--- config.mk ---
export PLATFORM = sky130hd
export DESIGN_NAME = cbc_dma_seq
export DESIGN_NICKNAME = d
export VERILOG_FILES = /design/src/rtl/cbc_dma_pkg.sv /design/src/rtl/cbc_dma_chan.sv /design/src/rtl/cbc_dma_arb.sv /design/src/rtl/cbc_dma_seq.sv
export SDC_FILE = /design/constraint.sdc
export NUM_CORES = 1
export LEC_CHECK = 0
export BUFFER_PORTS_ARGS = -buffer_cell sky130_fd_sc_hd__buf_2
export CAP_MARGIN = 25
export CORE_MARGIN = 5
export CORE_UTILIZATION = 50
export CTS_CLUSTER_DIAMETER = 50
export DETAILED_ROUTE_END_ITERATION = 6
export GPL_ROUTABILITY_DRIVEN = 0
export HOLD_SLACK_MARGIN = 0.05
export MAX_ROUTING_LAYER = met4
export PLACE_DENSITY = 0.67
export SLEW_MARGIN = 0
export SYNTH_ARGS = -nofsm -noshare
export SYNTH_HDL_FRONTEND = slang
export SYNTH_SLANG_ARGS = --single-unit
--- constraint.sdc ---
create_clock -name clk -period 8.03 [get_ports clk]
set_input_delay 0.4015 -clock clk [delete_from_list [all_inputs] [get_ports clk]]
set_output_delay 0.4015 -clock clk [all_outputs]
set_load 0.01 [all_outputs]
--- src/rtl/cbc_dma_pkg.sv ---
// Shared constants for the CBC cipher DMA sequencer.
// Assumes: register fields are 16 bits wide; cipher blocks are 16 bytes.
package cbc_dma_pkg;
    localparam int REG_W     = 16;
    localparam int BLK_BYTES = 16;
    localparam int BLK_LSB   = $clog2(BLK_BYTES);

    // register addresses
    localparam logic [3:0] RA_SEL    = 4'd0;
    localparam logic [3:0] RA_EN     = 4'd1;
    localparam logic [3:0] RA_DONE   = 4'd2;
    localparam logic [3:0] RA_ERR    = 4'd3;
    localparam logic [3:0] RA_CFG    = 4'd4;
    localparam logic [3:0] RA_MODE   = 4'd5;
    localparam logic [3:0] RA_BASE_L = 4'd6;
    localparam logic [3:0] RA_BASE_H = 4'd7;
    localparam logic [3:0] RA_SIZE_L = 4'd8;
    localparam logic [3:0] RA_SIZE_H = 4'd9;
    localparam logic [3:0] RA_OFS_L  = 4'd10;
    localparam logic [3:0] RA_OFS_H  = 4'd11;

    // target path codes
    localparam logic [3:0] TGT_KEY = 4'h5;
    localparam logic [3:0] TGT_DIN = 4'h6;
    localparam logic [3:0] TGT_XIN = 4'h7;
    localparam logic [3:0] TGT_RES = 4'h8;
endpackage

--- src/rtl/cbc_dma_chan.sv ---
// One DMA channel: holds target code, wrap bit, interrupt enable, base,
// size and offset; steps the offset on each granted byte.
// Assumes: window fields are not rewritten while the channel is active,
// and the offset is cleared before a start.
module cbc_dma_chan
    import cbc_dma_pkg::*;
#(
    parameter int AW = 16
) (
    input  logic          clk,
    input  logic          rst_n,
    input  logic          wr_en,
    input  logic [3:0]    wr_field,
    input  logic [7:0]    wr_data,
    input  logic          start,
    input  logic          step,
    output logic [3:0]    tgt,
    output logic          irq_en,
    output logic [AW-1:0] addr,
    output logic [REG_W-1:0] ofs,
    output logic          active,
    output logic          fin,
    output logic          bad_start
);
    logic [3:0]       tgt_q;
    logic             ie_q;
    logic             wrap_q;
    logic [REG_W-1:0] base_q;
    logic [REG_W-1:0] size_q;
    logic [REG_W-1:0] ofs_q;
    logic             act_q;
    logic             last;
    logic             bad;
    logic [REG_W-1:0] sum;

    // purpose: flag sizes that may not start on this channel's path
    assign bad  = (size_q == '0) ||
                  ((tgt_q != TGT_KEY) && (size_q[BLK_LSB-1:0] != '0));
    // purpose: detect the final byte of the programmed size
    assign last = ((ofs_q + REG_W'(1)) == size_q);
    assign sum  = base_q + ofs_q;

    // purpose: field writes, start acceptance and offset stepping
    always_ff @(posedge clk) begin
        if (!rst_n) begin
            tgt_q  <= '0;
            ie_q   <= 1'b0;
            wrap_q <= 1'b0;
            base_q <= '0;
            size_q <= '0;
            ofs_q  <= '0;
            act_q  <= 1'b0;
        end else begin
            if (wr_en) begin
                case (wr_field)
                    RA_CFG:    begin tgt_q <= wr_data[3:0]; ie_q <= wr_data[7]; end
                    RA_MODE:   wrap_q <= wr_data[0];
                    RA_BASE_L: base_q[7:0]  <= wr_data;
                    RA_BASE_H: base_q[15:8] <= wr_data;
                    RA_SIZE_L: size_q[7:0]  <= wr_data;
                    RA_SIZE_H: size_q[15:8] <= wr_data;
                    RA_OFS_L:  ofs_q[7:0]   <= wr_data;
                    RA_OFS_H:  ofs_q[15:8]  <= wr_data;
                    default: ;
                endcase
            end
            if (start) act_q <= !bad;
            if (step) begin
                if (last && wrap_q) begin
                    ofs_q <= '0;
                end else begin
                    ofs_q <= ofs_q + REG_W'(1);
                    if (last) act_q <= 1'b0;
                end
            end
        end
    end

    assign tgt       = tgt_q;
    assign irq_en    = ie_q;
    assign addr      = sum[AW-1:0];
    assign ofs       = ofs_q;
    assign active    = act_q;
    assign fin       = step && last;
    assign bad_start = start && bad;

    // a wrapping channel goes back to offset zero after its last byte
    a_r4_wrap_to_zero: assert property (@(posedge clk) disable iff (!rst_n)
        (step && wrap_q && last) |=> (ofs_q == '0));
    // a non-wrapping channel stops after its last byte
    a_r5_stop_at_size: assert property (@(posedge clk) disable iff (!rst_n)
        (step && !wrap_q && last) |=> !act_q);
    // a running channel never addresses past its size
    a_r12_ofs_in_range: assert property (@(posedge clk) disable iff (!rst_n)
        act_q |-> (ofs_q < size_q));
    // a refused start leaves the channel idle
    a_r11_refused_idle: assert property (@(posedge clk) disable iff (!rst_n)
        (start && bad && !act_q) |=> !act_q);
endmodule

--- src/rtl/cbc_dma_arb.sv ---
// Fixed-priority arbiter: lowest request index wins.
// Assumes: requests are stable within a cycle; one grant per cycle.
module cbc_dma_arb #(
    parameter int N  = 4,
    localparam int IW = (N > 1) ? $clog2(N) : 1
) (
    input  logic          clk,
    input  logic          rst_n,
    input  logic [N-1:0]  req,
    output logic [N-1:0]  gnt,
    output logic [IW-1:0] idx
);
    // purpose: isolate the lowest set request bit
    assign gnt = req & (~req + N'(1));

    // purpose: encode the granted index
    always_comb begin
        idx = '0;
        for (int i = N - 1; i >= 0; i--) begin
            if (gnt[i]) idx = IW'(i);
        end
    end

    // at most one grant, always to a requester, none skipped below it
    a_r8_one_grant: assert property (@(posedge clk) disable iff (!rst_n)
        $onehot0(gnt));
    a_r8_grant_requested: assert property (@(posedge clk) disable iff (!rst_n)
        ((gnt & ~req) == '0));
    a_r8_work_conserving: assert property (@(posedge clk) disable iff (!rst_n)
        (req != '0) |-> (gnt != '0));
endmodule

--- src/rtl/cbc_dma_seq.sv ---
// Four-channel memory/cipher DMA sequencer top. Decodes register writes,
// keeps enable, done and error flags, gates each channel on its engine
// path, and holds XOR reads behind result writes for CBC chaining.
// Assumes: memory read data is valid in the request cycle; NCH <= 8.
module cbc_dma_seq
    import cbc_dma_pkg::*;
#(
    parameter int NCH = 4,
    parameter int AW  = 16
) (
    input  logic           clk,
    input  logic           rst_n,
    input  logic           reg_we,
    input  logic [3:0]     reg_addr,
    input  logic [7:0]     reg_wdata,
    output logic           mem_req,
    output logic           mem_we,
    output logic [AW-1:0]  mem_addr,
    output logic [7:0]     mem_wdata,
    input  logic [7:0]     mem_rdata,
    output logic [7:0]     eng_byte,
    output logic           key_vld,
    input  logic           key_rdy,
    output logic           din_vld,
    input  logic           din_rdy,
    output logic           xin_vld,
    input  logic           xin_rdy,
    output logic           res_pop,
    input  logic           res_vld,
    input  logic [7:0]     res_byte,
    output logic [NCH-1:0] done_flags,
    output logic [NCH-1:0] err_flags,
    output logic           irq
);
    localparam int SELW = (NCH > 1) ? $clog2(NCH) : 1;

    logic [SELW-1:0]  sel_q;
    logic [NCH-1:0]   en_q, done_q, err_q;
    logic [NCH-1:0]   start, chan_wr, req, gnt, fin, bad, act, ie, path_rdy;
    logic [3:0]       tgt  [NCH];
    logic [REG_W-1:0] ofs  [NCH];
    logic [AW-1:0]    addr [NCH];
    logic [REG_W-1:0] res_ofs;
    logic [SELW-1:0]  gidx;
    logic             win_wr, any, clr_done, clr_err;
    logic [3:0]       g_tgt;

    assign win_wr   = reg_we && (reg_addr >= RA_CFG) && (reg_addr <= RA_OFS_H);
    assign clr_done = reg_we && (reg_addr == RA_DONE);
    assign clr_err  = reg_we && (reg_addr == RA_ERR);

    // purpose: find how far the result channel has written (lowest wins)
    always_comb begin
        res_ofs = '0;
        for (int i = NCH - 1; i >= 0; i--) begin
            if (tgt[i] == TGT_RES) res_ofs = ofs[i];
        end
    end

    for (genvar g = 0; g < NCH; g++) begin : g_ch
        logic xor_ok;
        // purpose: XOR bytes of a block wait until the previous block is written
        assign xor_ok = (ofs[g] >> BLK_LSB) <= (res_ofs >> BLK_LSB);
        assign start[g]   = reg_we && (reg_addr == RA_EN) && reg_wdata[g] && !en_q[g];
        assign chan_wr[g] = win_wr && (sel_q == SELW'(g));
        assign path_rdy[g] = (tgt[g] == TGT_KEY) ? key_rdy :
                             (tgt[g] == TGT_DIN) ? din_rdy :
                             (tgt[g] == TGT_XIN) ? (xin_rdy && xor_ok) :
                             (tgt[g] == TGT_RES) ? res_vld : 1'b0;
        assign req[g] = en_q[g] && act[g] && path_rdy[g];

        cbc_dma_chan #(.AW(AW)) u_chan (
            .clk       (clk),
            .rst_n     (rst_n),
            .wr_en     (chan_wr[g]),
            .wr_field  (reg_addr),
            .wr_data   (reg_wdata),
            .start     (start[g]),
            .step      (gnt[g]),
            .tgt       (tgt[g]),
            .irq_en    (ie[g]),
            .addr      (addr[g]),
            .ofs       (ofs[g]),
            .active    (act[g]),
            .fin       (fin[g]),
            .bad_start (bad[g])
        );
    end

    cbc_dma_arb #(.N(NCH)) u_arb (
        .clk   (clk),
        .rst_n (rst_n),
        .req   (req),
        .gnt   (gnt),
        .idx   (gidx)
    );

    // purpose: select, enable, done and error registers
    always_ff @(posedge clk) begin
        if (!rst_n) begin
            sel_q  <= '0;
            en_q   <= '0;
            done_q <= '0;
            err_q  <= '0;
        end else begin
            if (reg_we && (reg_addr == RA_SEL)) sel_q <= reg_wdata[SELW-1:0];
            if (reg_we && (reg_addr == RA_EN))  en_q  <= reg_wdata[NCH-1:0];
            done_q <= (clr_done ? (done_q & reg_wdata[NCH-1:0]) : done_q) | fin;
            err_q  <= (clr_err  ? (err_q  & reg_wdata[NCH-1:0]) : err_q)  | bad;
        end
    end

    // purpose: route the granted channel onto the memory and engine ports
    assign any       = |gnt;
    assign g_tgt     = tgt[gidx];
    assign mem_req   = any;
    assign mem_we    = any && (g_tgt == TGT_RES);
    assign mem_addr  = addr[gidx];
    assign mem_wdata = res_byte;
    assign eng_byte  = mem_rdata;
    assign key_vld   = any && (g_tgt == TGT_KEY);
    assign din_vld   = any && (g_tgt == TGT_DIN);
    assign xin_vld   = any && (g_tgt == TGT_XIN);
    assign res_pop   = mem_we;

    assign done_flags = done_q;
    assign err_flags  = err_q;
    assign irq        = |(done_q & ie);

    // a single engine path is strobed per cycle, only when it is ready
    a_r3_one_path: assert property (@(posedge clk) disable iff (!rst_n)
        $onehot0({key_vld, din_vld, xin_vld, res_pop}));
    a_r3_key_handshake: assert property (@(posedge clk) disable iff (!rst_n)
        key_vld |-> key_rdy);
    // a result byte is popped only while the engine offers one
    a_r6_pop_needs_result: assert property (@(posedge clk) disable iff (!rst_n)
        res_pop |-> (res_vld && mem_req && mem_we));
    // XOR fetch stays within the block the result channel has released
    a_r7_xor_behind_result: assert property (@(posedge clk) disable iff (!rst_n)
        xin_vld |-> ((ofs[gidx] >> BLK_LSB) <= (res_ofs >> BLK_LSB)));
    // flags clear only through a write of zero
    a_r10_done_sticky: assert property (@(posedge clk) disable iff (!rst_n)
        !clr_done |=> ((done_q & $past(done_q)) == $past(done_q)));
    a_r10_err_sticky: assert property (@(posedge clk) disable iff (!rst_n)
        !clr_err |=> ((err_q & $past(err_q)) == $past(err_q)));
endmodule

==> flow_metrics.tcl, run 1 <==
set metrics [dict create \
    cts_made_buffers 30 \
    rsz0062_at_grt "false" \
    synthAdderAreaFrac 0.08719 \
    max_slew.worst_pin.slew_ps 1112 \
    port_buffers 49 \
    leakage_nw 7.439 \
    drive_above_1_share 0.07617 \
    first_global_vias 14614 \
    ant_nets 0 \
    synth_area_um2 16990 \
    wl_met1_um 24590 \
    drt_iter0_drc 1652 \
    synth_area_leader_cell "dfxtp_1" \
    fin_tns_setup_ps 0 \
    dp_slack_ps 1826 \
    rr_worst_depth 18 \
    finalHoldViolations 0 \
    vias_per_cell 6.360 \
    core_area_um2 33530 \
    cts_resized 0 \
    critPathSlowestCell "a211oi_4" \
    die-area_um2 37770 \
    drc_errors 0 \
    clk_pin_slew_ps 60 \
    required_ps 7630 \
    synth-simple-area-share 0.2069 \
    yosysSeqAreaShare 0.2757 \
    synth_compound_area_frac 0.1672 \
    synth_area_leaders "dfxtp_1 (28%), mux2i_1 (12%), ha_1 (8.2%)" \
    critical_path.max_stage_delay_ps 590 \
    crit_family "compound AO/OA/AOI/OAI gates" \
    wl_met3_um 4996 \
    synth_cells 2046 \
    cts_setup_buffers 0 \
    arrival_ps 5880 \
    relSlewSlack 0.2526 \
    async_reset_ff_frac 0 \
    min_from "reg_addr[2]" \
    area_growth_pct 8.564 \
    status "finished, final reports clean" \
    grt_pass1_wl_um 86510 \
    rows 67 \
    synth_top_family_by_area "simple AND/OR/NAND/NOR gates" \
    grt_max_degree 126 \
    path_buf_inv 4 \
    die_x_um 194.3 \
    diodes 0 \
    cts_sinks 234 \
    max_cap_violations 0 \
    startpoint_type "flop" \
    wl_um 56890 \
    route.met2.wl_um 25140 \
    cts-htree-levels 1 \
    r2r_start "g_ch[2].u_chan.tgt[1]" \
    clk_latency_ps 580 \
    hpwlAfterDp_um 40290 \
    top_layer_used "met4" \
    synth_top_area_share 0.2757 \
    max_freq_ghz 0.1591 \
    synthFlopType "dfxtp_1" \
    p_total_mw 2.675 \
    clockRootBuffer "clkbuf_16" \
    seq_area_um2 4684 \
    tritoncts "yes" \
    chipHeight_um 194.3 \
    rrSetupSlack_ps 2070 \
    crit_path_end_kind "output pin" \
    finalMaxSlewViolations 0 \
    first_pass_iters 5 \
    cts_max_path_buffers 3 \
    ctsHoldBuffers 0 \
    critPathKind "flop to output pin" \
    yosysWarnings 0 \
    cp_max_fo 31 \
    num_vias 15875 \
    grt.overflow.total 0 \
    synthXorXnorAreaFrac 0.09462 \
    num-fill-cells 3173 \
    ioPinCount 82 \
    setup_violations 0 \
    ys_ff_latch 234 \
    crit_chain "nor4b_2, clkbuf_4, nor3_1, clkbuf_4, a22oi_1, a211oi_1, a21oi_1, ha_1, a211oi_1, o21ai_0, a21oi_1, o211ai_1, a311o_1, a211oi_4, buf_4, mux2_2, o21ai_0, buf_2" \
    hold_end "sel_q[0]" \
    netlist_top_cells_count "nor2_1 (296), dfxtp_1 (234), mux2i_1 (209), xnor2_1 (119), a21oi_1 (113)" \
    fin_skew_ps 19.48 \
    grt_usage 0.2941 \
    synth.distinct_cells 91 \
    layout.nets 2176 \
    peakVddDrop_uv 153.7 \
    avgSynthCellArea_um2 8.305 \
    syn-num-nets 2197 \
    r2r_end "g_ch[3].u_chan.ofs[4]" \
    fin_crit_sh 0.7825 \
    holdCritPathClass "input port to flop" \
    synthMuxAreaShare 0.1271 \
    multi_input_area_um2 11620 \
    synth_most_common_cell "nor2_1" \
    power_density_nw_per_um2 145.0 \
    period_needed_ps 6284 \
    grt_antenna_before_repair 0 \
    setup_ws_ps 1746 \
    synth-edff-count 0 \
    min_path_cells 4 \
    initial_core_util 0.5067 \
    wl_per_cell_um 22.79 \
]
worst max-delay path by stage:
stage,startpoint,depth (start not counted),endpoint,slack (ps)
floorplan,g_ch[2].u_chan.tgt[0],17,res_pop,3370
global placement,g_ch[2].u_chan.tgt[0],17,g_ch[3].u_chan.ofs[4],1990
detailed placement,g_ch[2].u_chan.tgt[0],17,g_ch[3].u_chan.ofs[4],1830
CTS,g_ch[2].u_chan.tgt[0],16,mem_addr[1],1220
global route,g_ch[1].u_chan.tgt[1],16,mem_addr[1],1360
finish,g_ch[2].u_chan.tgt[0],18,mem_addr[1],1750
kinds of logic after synthesis:
family	Yosys count
simple gates	720
mux	215
flops	234
buf+inv	161
xor+xnor	171
compound gates	429
fa+ha+maj	116
tightest hold or removal path: stages:
cell and delay, ps:
buf_2 90, nor3b_1 100, nand3_1 100, a21oi_1 60
cell type report:
class,instances,area share
Clock inverter,17,0.01011
Timing Repair Buffer,67,0.02062
Sequential cell,234,0.2540
Clock buffer,38,0.04619
Multi-Input combinational cell,1651,0.6301
Inverter,41,0.008614
Tap cell,448,0.03039
per-layer routing:
metal,vias up,track usage
met4,0,0.09297
met2,752,0.4538
met1,7568,0.4000
li1,7388,-
met3,167,0.04398
met5,-,-
cell usage in the layout, fill, tap and decap left out, types with 10 or more instances in the layout:
cell       instances
a21o_1            11
a22oi_1           20
or3_1             10
nor3b_1           13
dfxtp_1          234
and2_1            11
mux2i_1          209
a211oi_1          29
o21a_1            20
xnor2_1          119
o21ai_0           96
nand4_1           26
o211ai_1          13
and4_1            13
nand2b_1          14
clkbuf_16         31
and3_1            24
a31oi_1           16
buf_2             49
inv_1             39
o22ai_1           10
xor2_1            44
nor3_1            43
nor2_1           296
buf_4             16
ha_1             112
a21oi_1          113
o22a_1            18
nand3_1           63
nor2b_1           26
nand2_1          110
nor4_1            31
stage by stage:
step,std cells,cell area [µm²],util,hold WS [ps]
5_1_grt,2496,18450,0.5501,272.7
4_1_cts,2494,18430,0.5497,220.8
3_5_place_dp,2439,17390,0.5187,474.1
2_1_floorplan,2046,16990,-,454.8
6_report,2496,18450,0.5501,238.4
3_3_place_gp,2439,17390,0.5187,463.3
where the power goes:
part / internal, mW / switching (mW) / total [mW] / leakage [nW]
Clock: 0.846 / 0.554 / 1.40 / 0.496
Combinational: 0.0213 / 0.0851 / 0.106 / 5.06
Sequential: 1.16 / 0.00445 / 1.17 / 1.88
Total: 2.03 / 0.644 / 2.68 / 7.44
registers in the layout, indices dropped and copies added, names as in the netlist, 16 cells and up:
| register | flops |
|---|---|
| g_ch.u_chan.size_q | 64 |
| g_ch.u_chan.base_q | 64 |
| g_ch.u_chan.ofs | 64 |
| g_ch.u_chan.tgt | 16 |
Power figures use the tool's default switching activity.
==> run 2: changes to the inputs <==
==> constraint.sdc (replaced) <==
create_clock -name clk -period 5.8 [get_ports clk]
set_input_delay 0.29 -clock clk [delete_from_list [all_inputs] [get_ports clk]]
set_output_delay 0.29 -clock clk [all_outputs]
set_load 0.01 [all_outputs]
==> flow_metrics.tcl, run 2 (synthesized netlist as in run 1, its figures left out) <==
set metrics [dict create \
    first_pass_iters 6 \
    final_cell_mix "nor2_1 (296), dfxtp_1 (234), mux2i_1 (209)" \
    required_ps 5510 \
    path_buf_inv 3 \
    relSlewSlack 0.3313 \
    startpoint_type "flop" \
    critPathKind "flop to output pin" \
    finalHoldViolations 0 \
    clk_latency_ps 530 \
    hold_ws_ps 176.2 \
    peakVddDrop_uv 212.3 \
    status "finished, final reports clean" \
    first_global_vias 15106 \
    rrSetupSlack_ps 1080 \
    max_cap_violations 0 \
    drc_errors 0 \
    grt_usage 0.3031 \
    place_inst 2467 \
    fin_skew_ps 18.56 \
    tritoncts "yes" \
    drt_iter0_drc 1651 \
    critPathSlowestCell "o22ai_1" \
    hpwlAfterDp_um 42050 \
    setup_violations 0 \
    cts_made_buffers 35 \
    ant_nets 0 \
    clk_pin_slew_ps 60 \
    period_needed_ps 5527 \
    chipHeight_um 194.3 \
    die-area_um2 37770 \
    max_slew.worst_pin.slew_ps 999.4 \
    max_freq_ghz 0.1809 \
    crit_family "compound AO/OA/AOI/OAI gates" \
    ioPinCount 82 \
    num_vias 16013 \
    dp_slack_ps 335.7 \
    wl_um 58550 \
    layout.nets 2211 \
    crit_chain "nor4b_2, buf_4, a22oi_1, a211oi_1, a21oi_2, ha_1, nand2_1, nor3_1, o21ai_0, o211ai_1, a311o_1, buf_4, nand3_1, o22ai_1, a221o_1, buf_2" \
    grt_pass1_wl_um 88540 \
    holdCritPathClass "input port to flop" \
    arrival_ps 5240 \
    cts_sinks 234 \
    core_area_um2 33530 \
    vias_per_cell 6.317 \
    grt.overflow.total 0 \
    cts-htree-levels 2 \
    clockRootBuffer "clkbuf_16" \
    cp_max_fo 21 \
    layout_commonest_cell "nor2_1" \
    ctsHoldBuffers 0 \
    port_buffers 49 \
    critical_path.max_stage_delay_ps 510 \
    setup_ws_ps 273.0 \
    cts_max_path_buffers 3 \
    power_density_nw_per_um2 208.3 \
    grt_antenna_before_repair 2 \
    wl_per_cell_um 23.10 \
    initial_core_util 0.5067 \
    area_growth_pct 10.88 \
    grt_max_degree 91 \
    drive_above_1_share 0.09400 \
    finalMaxSlewViolations 0 \
    num-fill-cells 3142 \
    rows 67 \
    crit_path_end_kind "output pin" \
    leakage_nw 7.696 \
    crit_top_cell "buf_4" \
    die_x_um 194.3 \
    final_cells 2535 \
    fin_crit_sh 0.9529 \
    fin_tns_setup_ps 0 \
]
## run 2: cell count changes in the layout (fill, tap and decap cells not counted), moves of 2 or more
| cell | delta |
|---|---|
| clkbuf_16 | +5 |
| clkinv_4 | +2 |
| a21oi_2 | +3 |
| diode_2 | +2 |
| inv_6 | +2 |
| clkinv_2 | +2 |
| clkbuf_4 | -2 |
| a21oi_1 | -3 |
| buf_4 | +32 |
| clkinvlp_4 | -6 |
## run 2: where the power goes
part	internal, mW	switching [mW]	total, mW	leakage (nW)
clock	1.34	0.817	2.16	0.590
combinational	0.0304	0.118	0.148	5.22
sequential	1.61	0.00484	1.62	1.88
total	2.99	0.939	3.92	7.70
## run 2: repair_timing
item                                    in CTS  in global routing
buffers inserted                             0                  4
endpoints found under the setup margin      17                 20
gates resized for setup                      1                  5
pin swaps                                    0                  2
## run 2: worst paths after layout
check / startpoint / endpoint / depth (start not counted)
setup / recovery: g_ch[2].u_chan.tgt[0] / mem_addr[14] / 16
hold / removal: reg_addr[3] / sel_q[1] / 4
setup reg to reg: g_ch[2].u_chan.tgt[0] / g_ch[3].u_chan.ofs[4] / 18
hold reg to reg: err_flags[1] / err_flags[1] / 2
## run 2: layout make-up
class                      instances  area [µm²]  area share
tap                              448       560.5     0.02975
inverter                          41       158.9    0.008434
sequential                       234        4684      0.2486
clock inverter                    18       202.7     0.01076
multi-input combinational       1651       11640      0.6179
antenna                            2       5.005   0.0002656
clock buffer                      44       980.9     0.05207
timing repair buffer              97       605.6     0.03214
## run 2: layer usage
metal	global-route usage	part of all wire	vias to the layer above	routed length [µm]
li1	-	-	7450	-
met1	0.3999	0.43	7733	25300
met2	0.4690	0.44	677	25840
met3	0.05315	0.085	153	4991
met4	0.1117	0.041	0	2421
met5	-	0	-	0
## run 2: stage by stage
step | cell area (µm²) | util | total power, mW
after floorplan | 16990 | - | 1.741
after global routing | 18840 | 0.5619 | 4.025
final | 18840 | 0.5619 | 3.925
after global placement | 17600 | 0.5250 | 1.794
after detailed placement | 17600 | 0.5250 | 1.795
after CTS | 18790 | 0.5603 | 3.942
## run 2: tightest hold or removal path, stage by stage
cell	delay, ps
buf_2	100
nor3b_1	110
nand3_1	100
a21oi_1	60
